===== src/rtl/mmio_gpio_pkg.sv =====
package mmio_gpio_pkg;
  // control page register index, taken from address bits [4:2]
  typedef enum logic [2:0] {
    REG_DIR   = 3'd0,
    REG_SENSE = 3'd1,
    REG_BOTH  = 3'd2,
    REG_EVENT = 3'd3,
    REG_IEN   = 3'd4,
    REG_RAW   = 3'd5,
    REG_MSK   = 3'd6,
    REG_CLR   = 3'd7
  } reg_idx_e;
endpackage


===== src/rtl/mmio_gpio_sync.sv =====
module mmio_gpio_sync #(
  parameter int W      = 8,
  parameter int STAGES = 2
) (
  input  logic         clk_i,
  input  logic         rst_ni,
  input  logic [W-1:0] d_i,
  output logic [W-1:0] q_o
);
  logic [STAGES-1:0][W-1:0] stg_q;

  always_ff @(posedge clk_i or negedge rst_ni) begin
    if (!rst_ni) stg_q[0] <= '0;
    else         stg_q[0] <= d_i;
  end

  for (genvar s = 1; s < STAGES; s++) begin : g_stage
    always_ff @(posedge clk_i or negedge rst_ni) begin
      if (!rst_ni) stg_q[s] <= '0;
      else         stg_q[s] <= stg_q[s-1];
    end
  end

  assign q_o = stg_q[STAGES-1];
endmodule


===== src/rtl/mmio_gpio_det.sv =====
module mmio_gpio_det (
  input  logic clk_i,
  input  logic rst_ni,
  input  logic lvl_i,
  input  logic sense_i,
  input  logic both_i,
  input  logic event_i,
  input  logic clr_i,
  output logic raw_o,
  output logic edge_o
);
  logic prev_q, edge_q;
  logic rise, fall, hit;

  assign rise = lvl_i & ~prev_q;
  assign fall = ~lvl_i & prev_q;
  assign hit  = ~sense_i & (both_i ? (rise | fall) : (event_i ? rise : fall));

  always_ff @(posedge clk_i or negedge rst_ni) begin
    if (!rst_ni) begin
      prev_q <= 1'b0;
      edge_q <= 1'b0;
    end else begin
      prev_q <= lvl_i;
      edge_q <= hit | (edge_q & ~clr_i); // a new event beats its clear
    end
  end

  assign raw_o  = sense_i ? ~(lvl_i ^ event_i) : edge_q;
  assign edge_o = edge_q;
endmodule


===== src/rtl/mmio_gpio.sv =====
module mmio_gpio
  import mmio_gpio_pkg::*;
#(
  parameter int NPINS       = 8,
  parameter int ADDR_W      = 12,
  parameter int SYNC_STAGES = 2
) (
  input  logic              clk_i,
  input  logic              rst_ni,
  input  logic [ADDR_W-1:0] addr_i,
  input  logic              we_i,
  input  logic [NPINS-1:0]  wdata_i,
  output logic [NPINS-1:0]  rdata_o,
  input  logic [NPINS-1:0]  pin_i,
  output logic [NPINS-1:0]  pin_o,
  output logic [NPINS-1:0]  pin_oe_o,
  output logic              irq_o
);
  localparam int PAGE_LSB = NPINS + 2;
  localparam int PAGE_W   = ADDR_W - PAGE_LSB;

  logic [PAGE_W-1:0] page;
  logic              data_sel, ctrl_sel;
  logic [NPINS-1:0]  acc_mask;
  reg_idx_e          idx;
  logic              addr_unused;

  assign page        = addr_i[ADDR_W-1:PAGE_LSB];
  assign acc_mask    = addr_i[NPINS+1:2];
  assign data_sel    = (page == '0);
  assign ctrl_sel    = (page == PAGE_W'(1)) && (addr_i[PAGE_LSB-1:5] == '0);
  assign idx         = reg_idx_e'(addr_i[4:2]);
  assign addr_unused = ^addr_i[1:0];

  logic [NPINS-1:0] dir_q, sense_q, both_q, event_q, ien_q, out_q;
  logic [NPINS-1:0] wr_mask, clr_vec;

  assign wr_mask = acc_mask & dir_q;
  assign clr_vec = (we_i && ctrl_sel && idx == REG_CLR) ? wdata_i : '0;

  always_ff @(posedge clk_i or negedge rst_ni) begin
    if (!rst_ni) begin
      dir_q   <= '0;
      sense_q <= '0;
      both_q  <= '0;
      event_q <= '0;
      ien_q   <= '0;
      out_q   <= '0;
    end else if (we_i) begin
      if (data_sel) out_q <= (out_q & ~wr_mask) | (wdata_i & wr_mask);
      if (ctrl_sel) begin
        case (idx)
          REG_DIR:   dir_q   <= wdata_i;
          REG_SENSE: sense_q <= wdata_i;
          REG_BOTH:  both_q  <= wdata_i;
          REG_EVENT: event_q <= wdata_i;
          REG_IEN:   ien_q   <= wdata_i;
          default: ;
        endcase
      end
    end
  end

  logic [NPINS-1:0] pin_sync, raw_vec, edge_vec, msk_vec, pin_view;

  mmio_gpio_sync #(.W(NPINS), .STAGES(SYNC_STAGES)) u_sync (
    .clk_i (clk_i),
    .rst_ni(rst_ni),
    .d_i   (pin_i),
    .q_o   (pin_sync)
  );

  for (genvar g = 0; g < NPINS; g++) begin : g_det
    mmio_gpio_det u_det (
      .clk_i  (clk_i),
      .rst_ni (rst_ni),
      .lvl_i  (pin_sync[g]),
      .sense_i(sense_q[g]),
      .both_i (both_q[g]),
      .event_i(event_q[g]),
      .clr_i  (clr_vec[g]),
      .raw_o  (raw_vec[g]),
      .edge_o (edge_vec[g])
    );
  end

  assign msk_vec  = raw_vec & ien_q;
  assign irq_o    = |msk_vec;
  assign pin_view = (dir_q & out_q) | (~dir_q & pin_sync);
  assign pin_o    = out_q;
  assign pin_oe_o = dir_q;

  always_comb begin
    rdata_o = '0;
    if (data_sel) begin
      rdata_o = acc_mask & pin_view;
    end else if (ctrl_sel) begin
      case (idx)
        REG_DIR:   rdata_o = dir_q;
        REG_SENSE: rdata_o = sense_q;
        REG_BOTH:  rdata_o = both_q;
        REG_EVENT: rdata_o = event_q;
        REG_IEN:   rdata_o = ien_q;
        REG_RAW:   rdata_o = raw_vec;
        REG_MSK:   rdata_o = msk_vec;
        default:   rdata_o = '0;
      endcase
    end
  end
endmodule


===== config.mk =====
export PLATFORM = sky130hd
export DESIGN_NAME = mmio_gpio
export DESIGN_NICKNAME = d
export VERILOG_FILES = /design/src/rtl/mmio_gpio_pkg.sv /design/src/rtl/mmio_gpio_sync.sv /design/src/rtl/mmio_gpio_det.sv /design/src/rtl/mmio_gpio.sv
export SDC_FILE = /design/constraint.sdc
export NUM_CORES = 1
export LEC_CHECK = 0
export BUFFER_PORTS_ARGS = -buffer_cell sky130_fd_sc_hd__buf_2
export CORE_MARGIN = 2
export CORE_UTILIZATION = 58
export CTS_BUF_LIST = sky130_fd_sc_hd__clkbuf_16
export CTS_CLUSTER_SIZE = 16
export DETAILED_ROUTE_END_ITERATION = 6
export PLACE_DENSITY = 0.8
export SLEW_MARGIN = 40
export SYNTH_ARGS = -nofsm -noshare
export SYNTH_HDL_FRONTEND = slang
export SYNTH_SLANG_ARGS = --single-unit

===== constraint.sdc =====
create_clock -name clk_i -period 1.8 [get_ports clk_i]
set_input_delay 0.09 -clock clk_i [delete_from_list [all_inputs] [get_ports clk_i]]
set_output_delay 0.09 -clock clk_i [all_outputs]
set_load 0.02 [all_outputs]

==> metrics, run 1 <==
Reg area 0.00201 mm2; die width approximately 89 um; multi-input logic area between 0.002 and 0.0025 mm2; routed vias/inst about 6.0; Top Ports 56; Syn Nets between 400 and 500; initial antenna violation count 0; total gr overflow 0; share of cells above drive strength 1 roughly two fifths; Ant. Diodes 0; I/O Buffers 53; Synth area leaders dfrtp_1 48%, mux2_2 14%, ha_1 4.8%, nand2_1 3.7%, mux2i_1 3.6%; hold depth 2; Crit. End Element primary output; area of the mapped netlist between 0.004 and 0.005 mm2; DR iter-0 viols 270; Placeable Area between 0.006 and 0.007 mm2; data required time of the worst path roughly 1.7 ns; Worst R2R End g_det[7].u_det.edge_o; Hold Path Sink pin_oe_o[7]; R2R Path Start u_sync.q_o[7]; Min-Delay Startpoint wdata_i[7]; all-layer global routing usage approximately 29%; headroom to the max-slew limit 64.6%; CP max FO 2; Rows 30; Synth cell types 43; CP top delay family compound AO/OA/AOI/OAI gates; first-pass GRT wire length about 17 mm; status complete, but fails checks; Antenna Violating Nets Remaining 0; vias in the first global route 3418; worst r2r path cells 7; final instance area between 0.005 and 0.006 mm2; Setup TNS Final -0.262 ns; min cycle time layout around 2 ns; Mapped Cells around 380; Tightest Hold Check Type primary input to flip-flop; critical path cell sequence xnor2_1 -> and2_4 -> a32o_1 -> nor4_2 -> o2111ai_1 -> buf_4; Crit path buffers/inverters 1; most frequent cells in the layout 77 x dfrtp_1, 53 x mux2_2, 46 x buf_2; routed wire length 10.9 mm; Die Ht 88.7 um; Die Area between 0.007 and 0.008 mm2; RSZ-0062 raised after global routing yes; area leader, netlist dfrtp_1; Period Utilization, post-route 113%; total power about 4000 uW; Avg Synthesized Cell Area 11.0 um2; PD cells 751 mW/mm2; Fin Clk Skew between 0.006 and 0.007 ns; H-tree depth 3; Worst R2R Setup Slack about 0.35 ns; largest net degree at the start of global routing 54; clk slew on worst S/H paths about 0.060 ns; Yosys reg bits 80; Synth top area share 48.1%; DP HPWL roughly 7.4 mm; cell area after placement 0.00468 mm2; CTS tree built; failing checks setup timing; Filler cells 459; Ys Warns 0; number of remaining DRC errors 0; final setup margin -0.229 ns; Slew Limit Fails 0; DR vias roughly 3500; area delta synth->final 28.2%; Starting Density 60.5%; worst-margin pin slew 0.531 ns; Clock Path Buffers 2; fin util 77.6%; Final #Nets around 530; Worst EP arrival ~1.9 ns; Root Buffer Master clkbuf_16; drt pass-1 iters 5; maximum vdd ir drop around 0.52 mV; Max Clk Rate between 0.4 and 0.5 GHz; crit path launch u_sync.q_o[1]; per-cell routed wire length 18.8 um; RePlAce Congestion between 0.9 and 1; WHS roughly 0.065 ns; final hold violation count 0; Clock Sinks 80; most common cell after layout, fill and taps aside dfrtp_1; Leak Pwr around 0.0026 uW; crit path max-delay cell type dfrtp_1; CP Launch Type flip-flop; crit-path max cell delay ~0.4 ns; Final setup viols 4; kind of critical path flip-flop to primary output; max_cap viols 0; CTS buffer count 9; Seq/Total Area, Yosys roughly half; Clock Latency Late Sink about 0.34 ns
## final cells by class
| type | instances | share of cell area, % |
|---|---|---|
| repair buffers | 100 | 12.6 |
| flip-flops and latches | 80 | 37.6 |
| clock buffers | 9 | 4.23 |
| multi-input cells | 267 | 40.6 |
| clock inverters | 7 | 1.08 |
| inverters | 23 | 1.62 |
| well taps | 96 | 2.25 |
## how the worst max path moves through the flow
stage                      end  slack, ns  cells past startpoint
global route             irq_o      -0.27                      6
detailed placement  rdata_o[4]       0.09                      9
floorplan           rdata_o[5]       0.32                      5
global placement    rdata_o[4]       0.07                      9
CTS                      irq_o      -0.15                      6
finish                   irq_o      -0.23                      6
## stage by stage
stage / worst slack [ns] / cells
2_1_floorplan: 0.319 / 379
3_3_place_gp: 0.0721 / 540
3_5_place_dp: 0.0906 / 540
4_1_cts: -0.150 / 573
5_1_grt: -0.273 / 582
6_report: -0.229 / 582
## cell usage after synthesis, drive strengths merged
master,number
a211o,3
a211oi,7
a21boi,3
a21oi,17
a22o,1
a2bb2oi,1
a31o,3
a31oi,4
a32o,2
a32oi,2
and2,3
and3b,2
buf,2
clkbuf,7
clkinv,1
dfrtp,80
ha,16
inv,22
mux2,55
mux2i,15
nand2,44
nand2b,6
nand3,10
nand3b,1
nor2,8
nor2b,7
nor3,2
nor3b,1
nor4,3
o2111ai,1
o211ai,2
o21a,1
o21ai,17
o21bai,1
o22ai,12
o2bb2ai,7
o32ai,2
xnor2,7
xor2,1
## sequential cells by signal (all words and copies together) (netlist names), named ones only
| signal | flops |
|---|---|
| pin_oe_o | 8 |
| ien_q | 8 |
| sense_q | 8 |
| event_q | 8 |
| u_sync.q_o | 8 |
| g_det.u_det.prev_q | 8 |
| both_q | 8 |
| u_sync.stg_q | 8 |
| g_det.u_det.edge_o | 8 |
## power breakdown
part           total [uW]  switching, uW  internal, uW
logic                 413            237           176
registers            1880           37.7          1840
clock network        1710            759           947
total                4000           1030          2960
## kinds of logic (layout without fill, tap and decap cells)
kind of cell | count (synthesis) | in the layout | share of synthesized area [%]
buf+inv | 32 | 139 | 2.92
compound gates | 86 | 86 | 13.7
simple gates | 87 | 87 | 10.2
flops | 80 | 80 | 48.1
fa+ha+maj | 16 | 16 | 4.81
mux | 70 | 70 | 18.5
xor+xnor | 8 | 8 | 1.69
## per-layer routing
metal	global-route usage [%]	vias to the layer above	share of wire, %
li1	-	1574	-
met3	7.56	32	8.4
met5	0	-	0
met4	13.5	0	2.9
met1	38.6	1726	40
met2	46.1	171	49
## repair_timing
action                                 in CTS  in global routing
setup endpoints to repair                   6                  9
endpoints found under the hold margin      35                  0
hold buffers                                9                  0
resized for setup                          10                 26
buffers inserted                            8                  9
pin swaps                                   5                 20
(Power assumes the default switching activity.)
==> run 2: changes to the inputs <==
--- a/config.mk
+++ b/config.mk
@@ -5,6 +5,7 @@
 export SDC_FILE = /design/constraint.sdc
 export NUM_CORES = 1
 export LEC_CHECK = 0
+export ABC_AREA = 1
 export BUFFER_PORTS_ARGS = -buffer_cell sky130_fd_sc_hd__buf_2
 export CORE_MARGIN = 2
 export CORE_UTILIZATION = 58
==> metrics, run 2 <==
Ys Warns 0; min cycle time layout between 1.5 and 2 ns; Leak Pwr 0.00260 uW; Reg area ~0.0020 mm2; Worst R2R End g_det[6].u_det.edge_o; PD cells 794 mW/mm2; clk slew on worst S/H paths 0.06 ns; Die Area just over 0.008 mm2; share of cells above drive strength 1 between 10% and 20%; hold_buf cts 9; status finished clean; initial antenna violation count 0; Avg Synthesized Cell Area slightly above 8 um2; CP max FO 5; Setup TNS Final 0 ns; H-tree depth 3; final hold violation count 0; number of remaining DRC errors 0; headroom to the max-slew limit between 60 and 70%; Ant. Diodes 0; largest net degree at the start of global routing 49; maximum vdd ir drop approximately 0.49 mV; drt pass-1 iters 5; Seq/Total Area, Yosys 46.5%; Syn Nets 582; Fin Clk Skew around 0.0046 ns; Starting Density between 50% and 60%; Mapped Cells ~540; multi-input logic area 0.00195 mm2; Top Ports between 50 and 60; routed wire length 11.3 mm; die width around 90 um; Placeable Area 0.00721 mm2; kind of critical path flip-flop to primary output; Post-synth EDFFs 0; Final setup viols 0; crit path max-delay cell type dfrtp_1; Worst EP arrival approximately 1.6 ns; most common cell in the netlist nand2_1; CP most frequent cell nand2_1; worst r2r path cells 5; Die Ht 90.1 um; all-layer global routing usage roughly 29%; most common cell after layout, fill and taps aside nand2_1; area of the mapped netlist roughly 0.0043 mm2; Synth area leaders dfrtp_1 47%, nand2_1 14%, nand3_1 6.9%, inv_1 5.6%, ha_1 4.7%; Slew Limit Fails 0; DR iter-0 viols 331; R2R Path Start g_det[6].u_det.prev_q; GR peak layer met2; Tightest Hold Check Type primary input to flip-flop; Yosys reg bits 80; Final #Nets between 600 and 700; Synth cell types 26; most frequent cells in the layout 162 x nand2_1, 80 x dfrtp_1, 66 x inv_1; Root Buffer Master clkbuf_16; Clock Latency Late Sink around 0.34 ns; Worst R2R Setup Slack slightly below 0.6 ns; met3 Resource Use GR under 10%; total gr overflow 0; crit path launch sense_q[5]; Clock Path Buffers 2; most frequent cells after synthesis 162 x nand2_1, 80 x dfrtp_1, 64 x inv_1; CP Launch Type flip-flop; RSZ-0062 raised after global routing no; RePlAce Congestion between 0.9 and 1; met2 usage between 40% and 50%; Crit. End Element primary output; DR vias approximately 4000; DP HPWL 7.61 mm; area delta synth->final 17.7%; first-pass GRT wire length 18.5 mm; met1 usage about two fifths; Period Utilization, post-route between 90% and 100%; per-cell routed wire length roughly 16 um; post-CTS setup buffers 0; CTS tree built; CTS buffer count 9; critical path cell sequence or2_2 -> nand3_1 -> nand2_1 -> nor2_1 -> nand2_1 -> buf_2; crit-path max cell delay 0.43 ns; Rows 31; Antenna Violating Nets Remaining 0; routed vias/inst around 5.7; Filler cells 609; I/O Buffers between 50 and 60; Clock Sinks 80; Critical Path End irq_o; worst-margin pin slew 0.456 ns; post-CTS sizing 0; area leader, netlist dfrtp_1; fin util between 70% and 80%; vias in the first global route 3746; FFs w/ async S/R, synth 100%; Max Clk Rate 0.584 GHz; Synth top area share between 40% and 50%; Main synth FF type dfrtp_1; max_cap viols 0; data required time of the worst path between 1.5 and 2 ns
-- run 2: cell types whose count changed after synthesis, sizes merged, moves of 12 or more --
cell / change
buf: +13
inv: +44
mux2: -55
mux2i: -15
nand2: +123
nand3: +51
nand4: +17
nor2: +17
o21ai: +39
o22ai: -12
-- run 2: cell type report --
type / count / area share, %
clock inverters: 7 / 1.28
well taps: 99 / 2.45
clock buffers: 9 / 4.45
multi-input cells: 374 / 38.5
repair buffers: 73 / 8.94
inverters: 66 / 4.89
flip-flops and latches: 80 / 39.5
-- run 2: metal layers --
metal	up-vias	wire (um)	part of all wire (%)
li1	1895	-	-
met1	1911	4790	42
met2	220	5330	47
met3	25	991	8.8
met4	0	212	1.9
met5	-	0	0
-- run 2: kinds of logic (layout without fill, tap and decap cells) --
group,count (synthesis),after routing,share of synthesized area (%)
fa+ha+maj,16,16,4.65
simple gates,279,279,29.1
buf+inv,81,155,8.20
flops,80,80,46.5
xor+xnor,1,1,0.204
compound gates,78,78,11.4
-- run 2: critical path: cells and delay by family, from the launching register on --
kind | cells | cell delay, ns
simple gates | 5 | 0.70
buf+inv | 1 | 0.16
flops | 1 | 0.43
-- run 2: power by group --
group	internal, uW	total, uW	switching (uW)
clock	1060	1790	728
combinational	117	350	233
sequential	1840	1880	41.1
total	3020	4020	1000
-- run 2: how the worst min path moves through the flow --
stage	cells after the start	to	start	slack, ns
4_1_cts	4	g_det[7].u_det.edge_o	wdata_i[7]	0.04
3_5_place_dp	1	u_sync.q_o[0]	rst_ni	0.07
2_1_floorplan	0	async pin	rst_ni	-0.21
6_report	4	g_det[7].u_det.edge_o	wdata_i[7]	0.03
5_1_grt	4	g_det[2].u_det.edge_o	wdata_i[2]	0.05
3_3_place_gp	1	u_sync.q_o[0]	rst_ni	0.07
-- run 2: stage by stage --
| stage | area [um2] | cells | total power, uW | hold WS [ns] | worst slack [ns] |
|---|---|---|---|---|---|
| after floorplan | 4300 | 535 | 2090 | -0.206 | 0.629 |
| after detailed placement | 4690 | 683 | 2250 | 0.0696 | 0.287 |
| after global placement | 4690 | 683 | 2230 | 0.0660 | 0.356 |
| final | 5070 | 708 | 4020 | 0.0337 | 0.0890 |
| after CTS | 5070 | 708 | 4020 | 0.0401 | 0.120 |
| after global routing | 5070 | 708 | 4150 | 0.0548 | 0.00322 |
